File: src/rtl/dma_cb_pkg.sv
package dma_cb_pkg;

   typedef enum logic [3:0] {
      S_IDLE,
      S_CB,
      S_DECODE,
      S_INLIST,
      S_OUTLIST,
      S_CHECK,
      S_IN_LO,
      S_IN_HI,
      S_OUT_LO,
      S_OUT_HI,
      S_STATUS
   } eng_state_e;

   localparam logic [31:0] OP_KEY = 32'd1;
   localparam logic [31:0] OP_ENC = 32'd2;
   localparam logic [31:0] OP_DEC = 32'd3;

   localparam logic [1:0] STS_OK  = 2'd0;
   localparam logic [1:0] STS_LEN = 2'd1;
   localparam logic [1:0] STS_OP  = 2'd2;
   localparam logic [1:0] STS_CNT = 2'd3;

   localparam int CB_WORDS = 6;

endpackage

File: src/rtl/dma_sg_buf.sv
module dma_sg_buf #(
   parameter int ENTRIES = 16,
   parameter int AW      = 32,
   localparam int IW     = $clog2(ENTRIES)
) (
   input  logic          clk,
   input  logic          rst_n,
   input  logic          wr_en,
   input  logic          wr_len,
   input  logic [IW-1:0] wr_idx,
   input  logic [AW-1:0] wr_data,
   input  logic [IW-1:0] rd_idx,
   output logic [AW-1:0] rd_addr,
   output logic [AW-1:0] rd_len
);

   logic [AW-1:0] addr_arr [ENTRIES];
   logic [AW-1:0] len_arr  [ENTRIES];

   for (genvar e = 0; e < ENTRIES; e++) begin : g_ent
      logic [AW-1:0] a_q;
      logic [AW-1:0] l_q;

      always_ff @(posedge clk or negedge rst_n) begin
         if (!rst_n) begin
            a_q <= '0;
            l_q <= '0;
         end else if (wr_en && wr_idx == IW'(e)) begin
            if (wr_len) l_q <= wr_data;
            else        a_q <= wr_data;
         end
      end

      assign addr_arr[e] = a_q;
      assign len_arr[e]  = l_q;
   end

   assign rd_addr = addr_arr[rd_idx];
   assign rd_len  = len_arr[rd_idx];

endmodule

File: src/rtl/dma_xform.sv
module dma_xform #(
   parameter int BW  = 64,
   parameter bit MIX = 1'b1
) (
   input  logic [BW-1:0] din,
   input  logic [BW-1:0] key,
   input  logic          dec,
   output logic [BW-1:0] dout
);

   if (MIX) begin : g_mix
      assign dout = dec ? ((din - key) ^ key) : ((din ^ key) + key);
   end else begin : g_xor
      logic unused_dec;
      assign unused_dec = dec;
      assign dout = din ^ key;
   end

endmodule

File: src/rtl/dma_cb_engine.sv
module dma_cb_engine
   import dma_cb_pkg::*;
#(
   parameter int AW      = 32,
   parameter int DW      = 32,
   parameter int MAX_ENT = 16,
   parameter bit MIX     = 1'b1
) (
   input  logic          clk,
   input  logic          rst_n,
   input  logic          reg_wr,
   input  logic          reg_sel,
   input  logic [DW-1:0] reg_wdata,
   output logic          irq,
   output logic          overrun,
   output logic          mem_req,
   output logic          mem_we,
   output logic [AW-1:0] mem_addr,
   output logic [DW-1:0] mem_wdata,
   input  logic          mem_ack,
   input  logic [DW-1:0] mem_rdata
);

   localparam int CNT_W  = $clog2(MAX_ENT + 1);
   localparam int WIDX_W = CNT_W + 1;
   localparam int IW     = $clog2(MAX_ENT);
   localparam int BW     = 2 * DW;

   if (DW != 32) begin : g_bad_dw
      $error("dma_cb_engine: DW must be 32");
   end
   if (AW != DW) begin : g_bad_aw
      $error("dma_cb_engine: AW must equal DW");
   end
   if (MAX_ENT < 2) begin : g_bad_ent
      $error("dma_cb_engine: MAX_ENT must be at least 2");
   end

   eng_state_e        state;
   logic [AW-1:0]     cb_base;
   logic [DW-1:0]     op_q;
   logic [AW-1:0]     in_base, out_base;
   logic [DW-1:0]     in_cnt_raw, out_cnt_raw;
   logic [CNT_W-1:0]  in_n, out_n;
   logic [WIDX_W-1:0] widx;
   logic [DW-1:0]     in_tot, out_tot, remain;
   logic              misal;
   logic [1:0]        sts_q;
   logic [BW-1:0]     key_q, blk_q, xo;
   logic [DW-1:0]     lo_q;
   logic [CNT_W-1:0]  in_idx, out_idx;
   logic [AW-1:0]     in_off, out_off;
   logic              irq_q, ovr_q;

   logic [AW-1:0] in_seg_addr, in_seg_len, out_seg_addr, out_seg_len;
   logic          acc, irq_set, clr_hit, start_hit;
   logic          valid_op, is_key, is_dec;
   logic          in_list_done, out_list_done, in_skip, out_skip;
   logic          len_bad;
   logic          in_wr_en, out_wr_en;
   logic [AW-1:0] widx_off;

   assign valid_op  = (op_q == OP_KEY) || (op_q == OP_ENC) || (op_q == OP_DEC);
   assign is_key    = (op_q == OP_KEY);
   assign is_dec    = (op_q == OP_DEC);
   assign start_hit = reg_wr && !reg_sel;
   assign clr_hit   = reg_wr && reg_sel && reg_wdata[0];
   assign widx_off  = AW'({widx, 2'b00});

   assign in_list_done  = (widx == {in_n, 1'b0});
   assign out_list_done = (widx == {out_n, 1'b0});
   assign in_skip       = (state == S_IN_LO)  && (in_off == in_seg_len);
   assign out_skip      = (state == S_OUT_LO) && (out_off == out_seg_len);
   assign len_bad       = misal || (is_key ? (in_tot != DW'(8)) : (in_tot != out_tot));

   dma_sg_buf #(.ENTRIES(MAX_ENT), .AW(AW)) i_in_buf (
      .clk     (clk),
      .rst_n   (rst_n),
      .wr_en   (in_wr_en),
      .wr_len  (widx[0]),
      .wr_idx  (IW'(widx[WIDX_W-1:1])),
      .wr_data (mem_rdata),
      .rd_idx  (IW'(in_idx)),
      .rd_addr (in_seg_addr),
      .rd_len  (in_seg_len)
   );

   dma_sg_buf #(.ENTRIES(MAX_ENT), .AW(AW)) i_out_buf (
      .clk     (clk),
      .rst_n   (rst_n),
      .wr_en   (out_wr_en),
      .wr_len  (widx[0]),
      .wr_idx  (IW'(widx[WIDX_W-1:1])),
      .wr_data (mem_rdata),
      .rd_idx  (IW'(out_idx)),
      .rd_addr (out_seg_addr),
      .rd_len  (out_seg_len)
   );

   dma_xform #(.BW(BW), .MIX(MIX)) i_xform (
      .din  (blk_q),
      .key  (key_q),
      .dec  (is_dec),
      .dout (xo)
   );

   // Memory port request generation
   always_comb begin
      mem_req   = 1'b0;
      mem_we    = 1'b0;
      mem_addr  = '0;
      mem_wdata = '0;
      unique case (state)
         S_CB: begin
            mem_req  = 1'b1;
            mem_addr = cb_base + widx_off;
         end
         S_INLIST: begin
            mem_req  = !in_list_done;
            mem_addr = in_base + widx_off;
         end
         S_OUTLIST: begin
            mem_req  = !out_list_done;
            mem_addr = out_base + widx_off;
         end
         S_IN_LO: begin
            mem_req  = !in_skip;
            mem_addr = in_seg_addr + in_off;
         end
         S_IN_HI: begin
            mem_req  = 1'b1;
            mem_addr = in_seg_addr + in_off + AW'(4);
         end
         S_OUT_LO: begin
            mem_req   = !out_skip;
            mem_we    = 1'b1;
            mem_addr  = out_seg_addr + out_off;
            mem_wdata = xo[DW-1:0];
         end
         S_OUT_HI: begin
            mem_req   = 1'b1;
            mem_we    = 1'b1;
            mem_addr  = out_seg_addr + out_off + AW'(4);
            mem_wdata = xo[BW-1:DW];
         end
         S_STATUS: begin
            mem_req   = 1'b1;
            mem_we    = 1'b1;
            mem_addr  = cb_base + AW'(4);
            mem_wdata = DW'(sts_q);
         end
         default: ;
      endcase
   end

   assign acc       = mem_req && mem_ack;
   assign irq_set   = (state == S_STATUS) && acc;
   assign in_wr_en  = (state == S_INLIST) && acc;
   assign out_wr_en = (state == S_OUTLIST) && acc;

   // Sequencer
   always_ff @(posedge clk or negedge rst_n) begin
      if (!rst_n) begin
         state       <= S_IDLE;
         cb_base     <= '0;
         op_q        <= '0;
         in_base     <= '0;
         out_base    <= '0;
         in_cnt_raw  <= '0;
         out_cnt_raw <= '0;
         in_n        <= '0;
         out_n       <= '0;
         widx        <= '0;
         in_tot      <= '0;
         out_tot     <= '0;
         remain      <= '0;
         misal       <= 1'b0;
         sts_q       <= STS_OK;
         key_q       <= '0;
         blk_q       <= '0;
         lo_q        <= '0;
         in_idx      <= '0;
         out_idx     <= '0;
         in_off      <= '0;
         out_off     <= '0;
         irq_q       <= 1'b0;
         ovr_q       <= 1'b0;
      end else begin
         if (irq_set)      irq_q <= 1'b1;
         else if (clr_hit) irq_q <= 1'b0;

         if (start_hit && state != S_IDLE) ovr_q <= 1'b1;

         unique case (state)
            S_IDLE: begin
               if (start_hit) begin
                  cb_base <= reg_wdata;
                  widx    <= '0;
                  state   <= S_CB;
               end
            end
            S_CB: begin
               if (acc) begin
                  case (widx)
                     WIDX_W'(0): op_q        <= mem_rdata;
                     WIDX_W'(2): in_base     <= mem_rdata;
                     WIDX_W'(3): in_cnt_raw  <= mem_rdata;
                     WIDX_W'(4): out_base    <= mem_rdata;
                     WIDX_W'(5): out_cnt_raw <= mem_rdata;
                     default: ;
                  endcase
                  if (widx == WIDX_W'(CB_WORDS - 1)) state <= S_DECODE;
                  else                               widx  <= widx + 1'b1;
               end
            end
            S_DECODE: begin
               widx    <= '0;
               in_tot  <= '0;
               out_tot <= '0;
               misal   <= 1'b0;
               if (!valid_op) begin
                  sts_q <= STS_OP;
                  state <= S_STATUS;
               end else if (in_cnt_raw > DW'(MAX_ENT) ||
                            (!is_key && out_cnt_raw > DW'(MAX_ENT))) begin
                  sts_q <= STS_CNT;
                  state <= S_STATUS;
               end else begin
                  in_n  <= in_cnt_raw[CNT_W-1:0];
                  out_n <= is_key ? '0 : out_cnt_raw[CNT_W-1:0];
                  state <= S_INLIST;
               end
            end
            S_INLIST: begin
               if (in_list_done) begin
                  widx  <= '0;
                  state <= is_key ? S_CHECK : S_OUTLIST;
               end else if (acc) begin
                  if (widx[0]) begin
                     in_tot <= in_tot + mem_rdata;
                     misal  <= misal | (|mem_rdata[2:0]);
                  end
                  widx <= widx + 1'b1;
               end
            end
            S_OUTLIST: begin
               if (out_list_done) begin
                  widx  <= '0;
                  state <= S_CHECK;
               end else if (acc) begin
                  if (widx[0]) begin
                     out_tot <= out_tot + mem_rdata;
                     misal   <= misal | (|mem_rdata[2:0]);
                  end
                  widx <= widx + 1'b1;
               end
            end
            S_CHECK: begin
               in_idx  <= '0;
               out_idx <= '0;
               in_off  <= '0;
               out_off <= '0;
               remain  <= in_tot;
               if (len_bad) begin
                  sts_q <= STS_LEN;
                  state <= S_STATUS;
               end else begin
                  sts_q <= STS_OK;
                  state <= (in_tot == '0) ? S_STATUS : S_IN_LO;
               end
            end
            S_IN_LO: begin
               if (in_skip) begin
                  in_idx <= in_idx + 1'b1;
                  in_off <= '0;
               end else if (acc) begin
                  lo_q  <= mem_rdata;
                  state <= S_IN_HI;
               end
            end
            S_IN_HI: begin
               if (acc) begin
                  blk_q  <= {mem_rdata, lo_q};
                  in_off <= in_off + AW'(8);
                  remain <= remain - DW'(8);
                  if (is_key) begin
                     key_q <= {mem_rdata, lo_q};
                     state <= S_STATUS;
                  end else begin
                     state <= S_OUT_LO;
                  end
               end
            end
            S_OUT_LO: begin
               if (out_skip) begin
                  out_idx <= out_idx + 1'b1;
                  out_off <= '0;
               end else if (acc) begin
                  state <= S_OUT_HI;
               end
            end
            S_OUT_HI: begin
               if (acc) begin
                  out_off <= out_off + AW'(8);
                  state   <= (remain == '0) ? S_STATUS : S_IN_LO;
               end
            end
            S_STATUS: begin
               if (acc) state <= S_IDLE;
            end
            default: state <= S_IDLE;
         endcase
      end
   end

   assign irq     = irq_q;
   assign overrun = ovr_q;


   req_hold_chk: assert property (@(posedge clk) disable iff (!rst_n)
      (mem_req && !mem_ack) |=> (mem_req && $stable(mem_addr) && $stable(mem_we) && $stable(mem_wdata)));


   irq_after_status_chk: assert property (@(posedge clk) disable iff (!rst_n)
      $rose(irq) |-> $past(mem_req && mem_ack && mem_we && mem_addr == cb_base + AW'(4)));


   irq_hold_chk: assert property (@(posedge clk) disable iff (!rst_n)
      (irq && !clr_hit) |=> irq);


   busy_start_chk: assert property (@(posedge clk) disable iff (!rst_n)
      (start_hit && state != S_IDLE) |=> (overrun && $stable(cb_base)));


   no_early_write_chk: assert property (@(posedge clk) disable iff (!rst_n)
      (mem_req && mem_we && state != S_STATUS) |-> (sts_q == STS_OK));


   list_bound_chk: assert property (@(posedge clk) disable iff (!rst_n)
      ((state == S_INLIST || state == S_OUTLIST) && mem_req) |-> (widx < WIDX_W'(2 * MAX_ENT)));

endmodule

File: config.mk
export PLATFORM = sky130hd
export DESIGN_NAME = dma_cb_engine
export DESIGN_NICKNAME = d
export VERILOG_FILES = /design/src/rtl/dma_cb_pkg.sv /design/src/rtl/dma_sg_buf.sv /design/src/rtl/dma_xform.sv /design/src/rtl/dma_cb_engine.sv
export SDC_FILE = /design/constraint.sdc
export NUM_CORES = 2
export LEC_CHECK = 0
export BUFFER_PORTS_ARGS = -buffer_cell sky130_fd_sc_hd__buf_2
export CAP_MARGIN = 20
export CORE_ASPECT_RATIO = 2
export CORE_MARGIN = 10
export CORE_UTILIZATION = 65
export CTS_CLUSTER_SIZE = 24
export DETAILED_ROUTE_END_ITERATION = 8
export GPL_TIMING_DRIVEN = 0
export PLACE_DENSITY = 0.87
export SYNTH_ARGS = -nofsm -noshare
export SYNTH_HDL_FRONTEND = slang
export SYNTH_SLANG_ARGS = --single-unit
File: constraint.sdc
create_clock -name clk -period 17.2 [get_ports clk]
set_input_delay 2.58 -clock clk [delete_from_list [all_inputs] [get_ports clk]]
set_output_delay 2.58 -clock clk [all_outputs]
set_load 0.01 [all_outputs]
==> flow_metrics.tcl, run 1 <==
set metrics [dict create \
    outcome "did not finish" \
    lastStage "global routing (5_1_grt)" \
    first-error "[ERROR GRT-0116] Global routing finished with congestion. Check the congestion regions in the DRC Viewer." \
    synthTopCellsByCount "dfrtp_1, mux2_2, clkbuf_1" \
    grt_max_degree 191 \
    placedCellCount 13500 \
    synth_area_leader_cell "dfrtp_1" \
    syn_avg_cell_area_um2 12.6 \
    ys_types 96 \
    dpl.hpwl_um 450000 \
    place_area_um2 139000 \
    die_h_um 659 \
    clockBufferDepth 4 \
    die_w_um 339 \
    ys.warnings.count 0 \
    grt_overflow 37 \
    yosysMostFrequentCell "dfrtp_1" \
    rows 234 \
    initial_core_util 0.653 \
    syn_area_um2 133000 \
    ys_ff_latch 2586 \
    grt_pass1_vias 116000 \
    place_ws_ns 2.36 \
    ys_seq_area_frac 0.488 \
    cts_post_setup_buffers_inserted 0 \
    gp_congestion 1.13 \
    io_buffers 135 \
    clock-sinks 2586 \
    root_buffer "clkbuf_16" \
    ios 137 \
    ys_async_sr_fraction 1.00 \
    ys_top_cells_by_area "dfrtp_1, mux2_2, mux4_2" \
    synth_cells 10500 \
    synth_edf_count 0 \
    hold_buffers 0 \
    cts_buffers 221 \
    synth.top_cell.area_share 0.488 \
    grt_pass1_wl_um 923000 \
    cts_resized 0 \
    h-tree-depth 4 \
    ys.flop_type "dfrtp_1" \
    grt.total_usage 0.581 \
]
-- metal layers --
| metal | track usage | GRT overflow |
|---|---|---|
| met1 | 0.548 | 0 |
| met2 | 0.867 | 19 |
| met3 | 0.288 | 0 |
| met4 | 0.635 | 18 |
| met5 | 0.0453 | 0 |
-- cell families after synthesis --
family,Yosys count,share of synthesized area
multiplexers,2996,0.296
flip-flops,2586,0.488
AND/OR/NAND/NOR,1622,0.0575
AO/OA/AOI/OAI,1546,0.0736
buffers and inverters,1091,0.0319
XOR/XNOR,432,0.0285
adder cells (fa/ha/maj),264,0.0251
other,1,0.0000283
-- per-stage QoR --
step | utilization | hold slack (ns)
floorplan | - | 0.441
global placement | 0.673 | 0.459
detailed placement | 0.684 | 0.453
CTS | 0.720 | 0.469
==> run 2, diff against run 1 <==
--- a/config.mk
+++ b/config.mk
@@ -7,13 +7,11 @@
 export LEC_CHECK = 0
 export BUFFER_PORTS_ARGS = -buffer_cell sky130_fd_sc_hd__buf_2
 export CAP_MARGIN = 20
-export CORE_ASPECT_RATIO = 2
 export CORE_MARGIN = 10
-export CORE_UTILIZATION = 65
-export CTS_CLUSTER_SIZE = 24
+export CORE_UTILIZATION = 40
 export DETAILED_ROUTE_END_ITERATION = 8
 export GPL_TIMING_DRIVEN = 0
-export PLACE_DENSITY = 0.87
+export PLACE_DENSITY_LB_ADDON = 0.15
 export SYNTH_ARGS = -nofsm -noshare
 export SYNTH_HDL_FRONTEND = slang
 export SYNTH_SLANG_ARGS = --single-unit
==> flow_metrics.tcl, run 2 <==
set metrics [dict create \
    switchingPower_mw 7.83 \
    place_ws_ns 3.00 \
    grt_pass1_vias 94400 \
    area_delta_synth_final_pct 14.2 \
    switching_share 0.378 \
    final_common_cell "dfrtp_1" \
    ys_types 96 \
    sequentialPowerShare 0.338 \
    fillers 29900 \
    irDropWorstVdd_mv 0.0818 \
    cpMaxStageDelayCell "clkbuf_1" \
    top_usage_layer "met2" \
    r2r_end "i_out_buf.g_ent[0].a_q[9]$_DFFE_PN0P_" \
    fin_util 0.459 \
    via_per_inst 6.04 \
    die_h_um 596 \
    grtUsageMet3 0.0606 \
    firstDrtPassIters 8 \
    hold_viol 0 \
    antenna_found_initial 58 \
    crit_type "flip-flop to primary output" \
    synthTopCellsByCount "dfrtp_1, mux2_2, clkbuf_1" \
    synth.top_cell.area_share 0.488 \
    syn_avg_cell_area_um2 12.6 \
    synth_area_leader_cell "dfrtp_1" \
    drv_cap 0 \
    rsz0062_at_grt "false" \
    fin_crit_sh 0.891 \
    setup_viol 0 \
    p_int_mw 12.9 \
    r2r_slack_ns 7.98 \
    grt_pass1_wl_um 759000 \
    ant_nets 0 \
    fp.dieArea_um2 355000 \
    clock-sinks 2586 \
    clock.fmax_mhz 65.3 \
    grt_overflow 0 \
    slew_viol_final 0 \
    ys.warnings.count 0 \
    yosysMostFrequentCell "dfrtp_1" \
    p_clk_frac 0.328 \
    synth_cells 10500 \
    hold_end "overrun$_DFFE_PN0P_" \
    vias 95100 \
    power_leakage_nw 70.7 \
    crit_top_cell "clkbuf_1" \
    ys_async_sr_fraction 1.00 \
    hold_buffers 0 \
    ys_ff_latch 2586 \
    final.min_clock_period_ns 15.32 \
    clockBufferDepth 4 \
    finClkSkew_ns 0.0892 \
    pwr-share-comb 0.335 \
    drt_iter0_drc 9289 \
    wl_per_cell_um 34.9 \
    h-tree-depth 5 \
    powerDensity_nw_per_um2 137 \
    cts_resized 0 \
    grt_max_degree 174 \
    synth_edf_count 0 \
    drive_above_1_share 0.332 \
    slew_headroom 0.119 \
    drc_errors 0 \
    critPathMaxStageDelay_ns 0.80 \
    ys_seq_area_frac 0.488 \
    hold_depth 1 \
    min_path_type "flip-flop to flip-flop" \
    cts_tree "done" \
    cts_buffers 305 \
    dpl.hpwl_um 433000 \
    end_kind "primary output" \
    io_buffers 135 \
    coreArea_um2 330000 \
    grtUsageMet1 0.408 \
    arrival_ns 12.74 \
    finalPower_mw 20.7 \
    hp-start "overrun$_DFFE_PN0P_" \
    die_w_um 596 \
    gp_congestion 0.991 \
    ys_top_cells_by_area "dfrtp_1, mux2_2, mux4_2" \
    ys.flop_type "dfrtp_1" \
    outcome "finished clean" \
    finalNetCount 11400 \
    ios 137 \
    wirelength_um 549000 \
    worst-path-max-fanout 10 \
    r2r-start "out_idx[1]$_DFFE_PN0P_" \
    grt.total_usage 0.299 \
    final_cell_mix "dfrtp_1, mux2_2, clkbuf_1" \
    root_buffer "clkbuf_16" \
    worst_ep_required_time_ns 14.62 \
    rows 211 \
    met2_usage 0.455 \
    layout_setup_ws_ns 1.88 \
    worst-r2r-cell-count 20 \
    syn_area_um2 133000 \
    clk_latency_ns 0.99 \
    clk_pin_slew_ns 0.06 \
    cts_post_setup_buffers_inserted 0 \
    initial_core_util 0.402 \
    tightestPinTransition_ns 1.32 \
    setup.worst_path.start_class "flip-flop" \
    setup_tns_ns 0 \
]
[run 2: cell families after synthesis]
group	synth area share
compound gates	0.0736
xor+xnor	0.0285
fa+ha+maj	0.0251
buf+inv	0.0319
flops	0.488
mux	0.296
other cells	0.0000283
simple gates	0.0575
[run 2: cell type report]
type / count / area (um^2) / area share
multi-input cells: 6862 / 63800 / 0.421
plain buffers: 838 / 3350 / 0.0221
diodes: 53 / 133 / 0.000875
well taps: 4366 / 5460 / 0.0360
clock inverters: 115 / 1610 / 0.0106
inverters: 253 / 950 / 0.00626
repair buffers: 252 / 2760 / 0.0182
flip-flops and latches: 2586 / 64700 / 0.427
clock buffers: 422 / 8770 / 0.0578
[run 2: stage by stage]
step                      hold WS [ns]  cell area [um^2]  std cells
after global routing             0.493            151000      15700
after CTS                        0.477            151000      15700
after global placement           0.462            139000      15000
final                            0.467            152000      15700
after floorplan                  0.441            133000      10500
after detailed placement         0.465            141000      15100
[run 2: worst max path at each step]
stage	start	endpoint	slack [ns]
floorplan	out_idx[0]$_DFFE_PN0P_	mem_addr[31]	7.48
global placement	rst_n	i_out_buf.g_ent[10].a_q[5]$_DFFE_PN0P_	-44.42
detailed placement	out_idx[0]$_DFFE_PN0P_	mem_addr[26]	3.00
CTS	out_idx[0]$_DFFE_PN0P_	mem_addr[26]	1.93
global route	out_idx[0]$_DFFE_PN0P_	mem_addr[26]	1.29
finish	out_idx[0]$_DFFE_PN0P_	mem_addr[26]	1.88
[run 2: metal layers]
| metal | routed length, um | part of all wire |
|---|---|---|
| met4 | 32600 | 0.059 |
| met2 | 241000 | 0.44 |
| met3 | 41600 | 0.076 |
| met5 | 318 | 0.00058 |
| met1 | 234000 | 0.43 |
[run 2: power groups by stage]
| stage | Clock, mW | Combinational, mW | Sequential, mW |
|---|---|---|---|
| global route | 7.12 | 7.29 | 7.03 |
| detailed placement | 0 | 6.78 | 7.08 |
| global placement | 0 | 6.65 | 7.09 |
| CTS | 6.88 | 6.81 | 6.97 |
| finish | 6.79 | 6.93 | 6.99 |
| floorplan | 0 | 3.99 | 6.83 |
[run 2: worst max-delay path: cells and delay by family (launching register included)]
kind | cells | cell delay (ns)
simple gates | 7 | 2.75
flops | 1 | 0.38
buf+inv | 10 | 5.24
fa+ha+maj | 1 | 0.43
xor+xnor | 2 | 0.63
mux | 1 | 0.31
compound gates | 7 | 1.90
No activity file was read; power rests on OpenSTA's default activity.
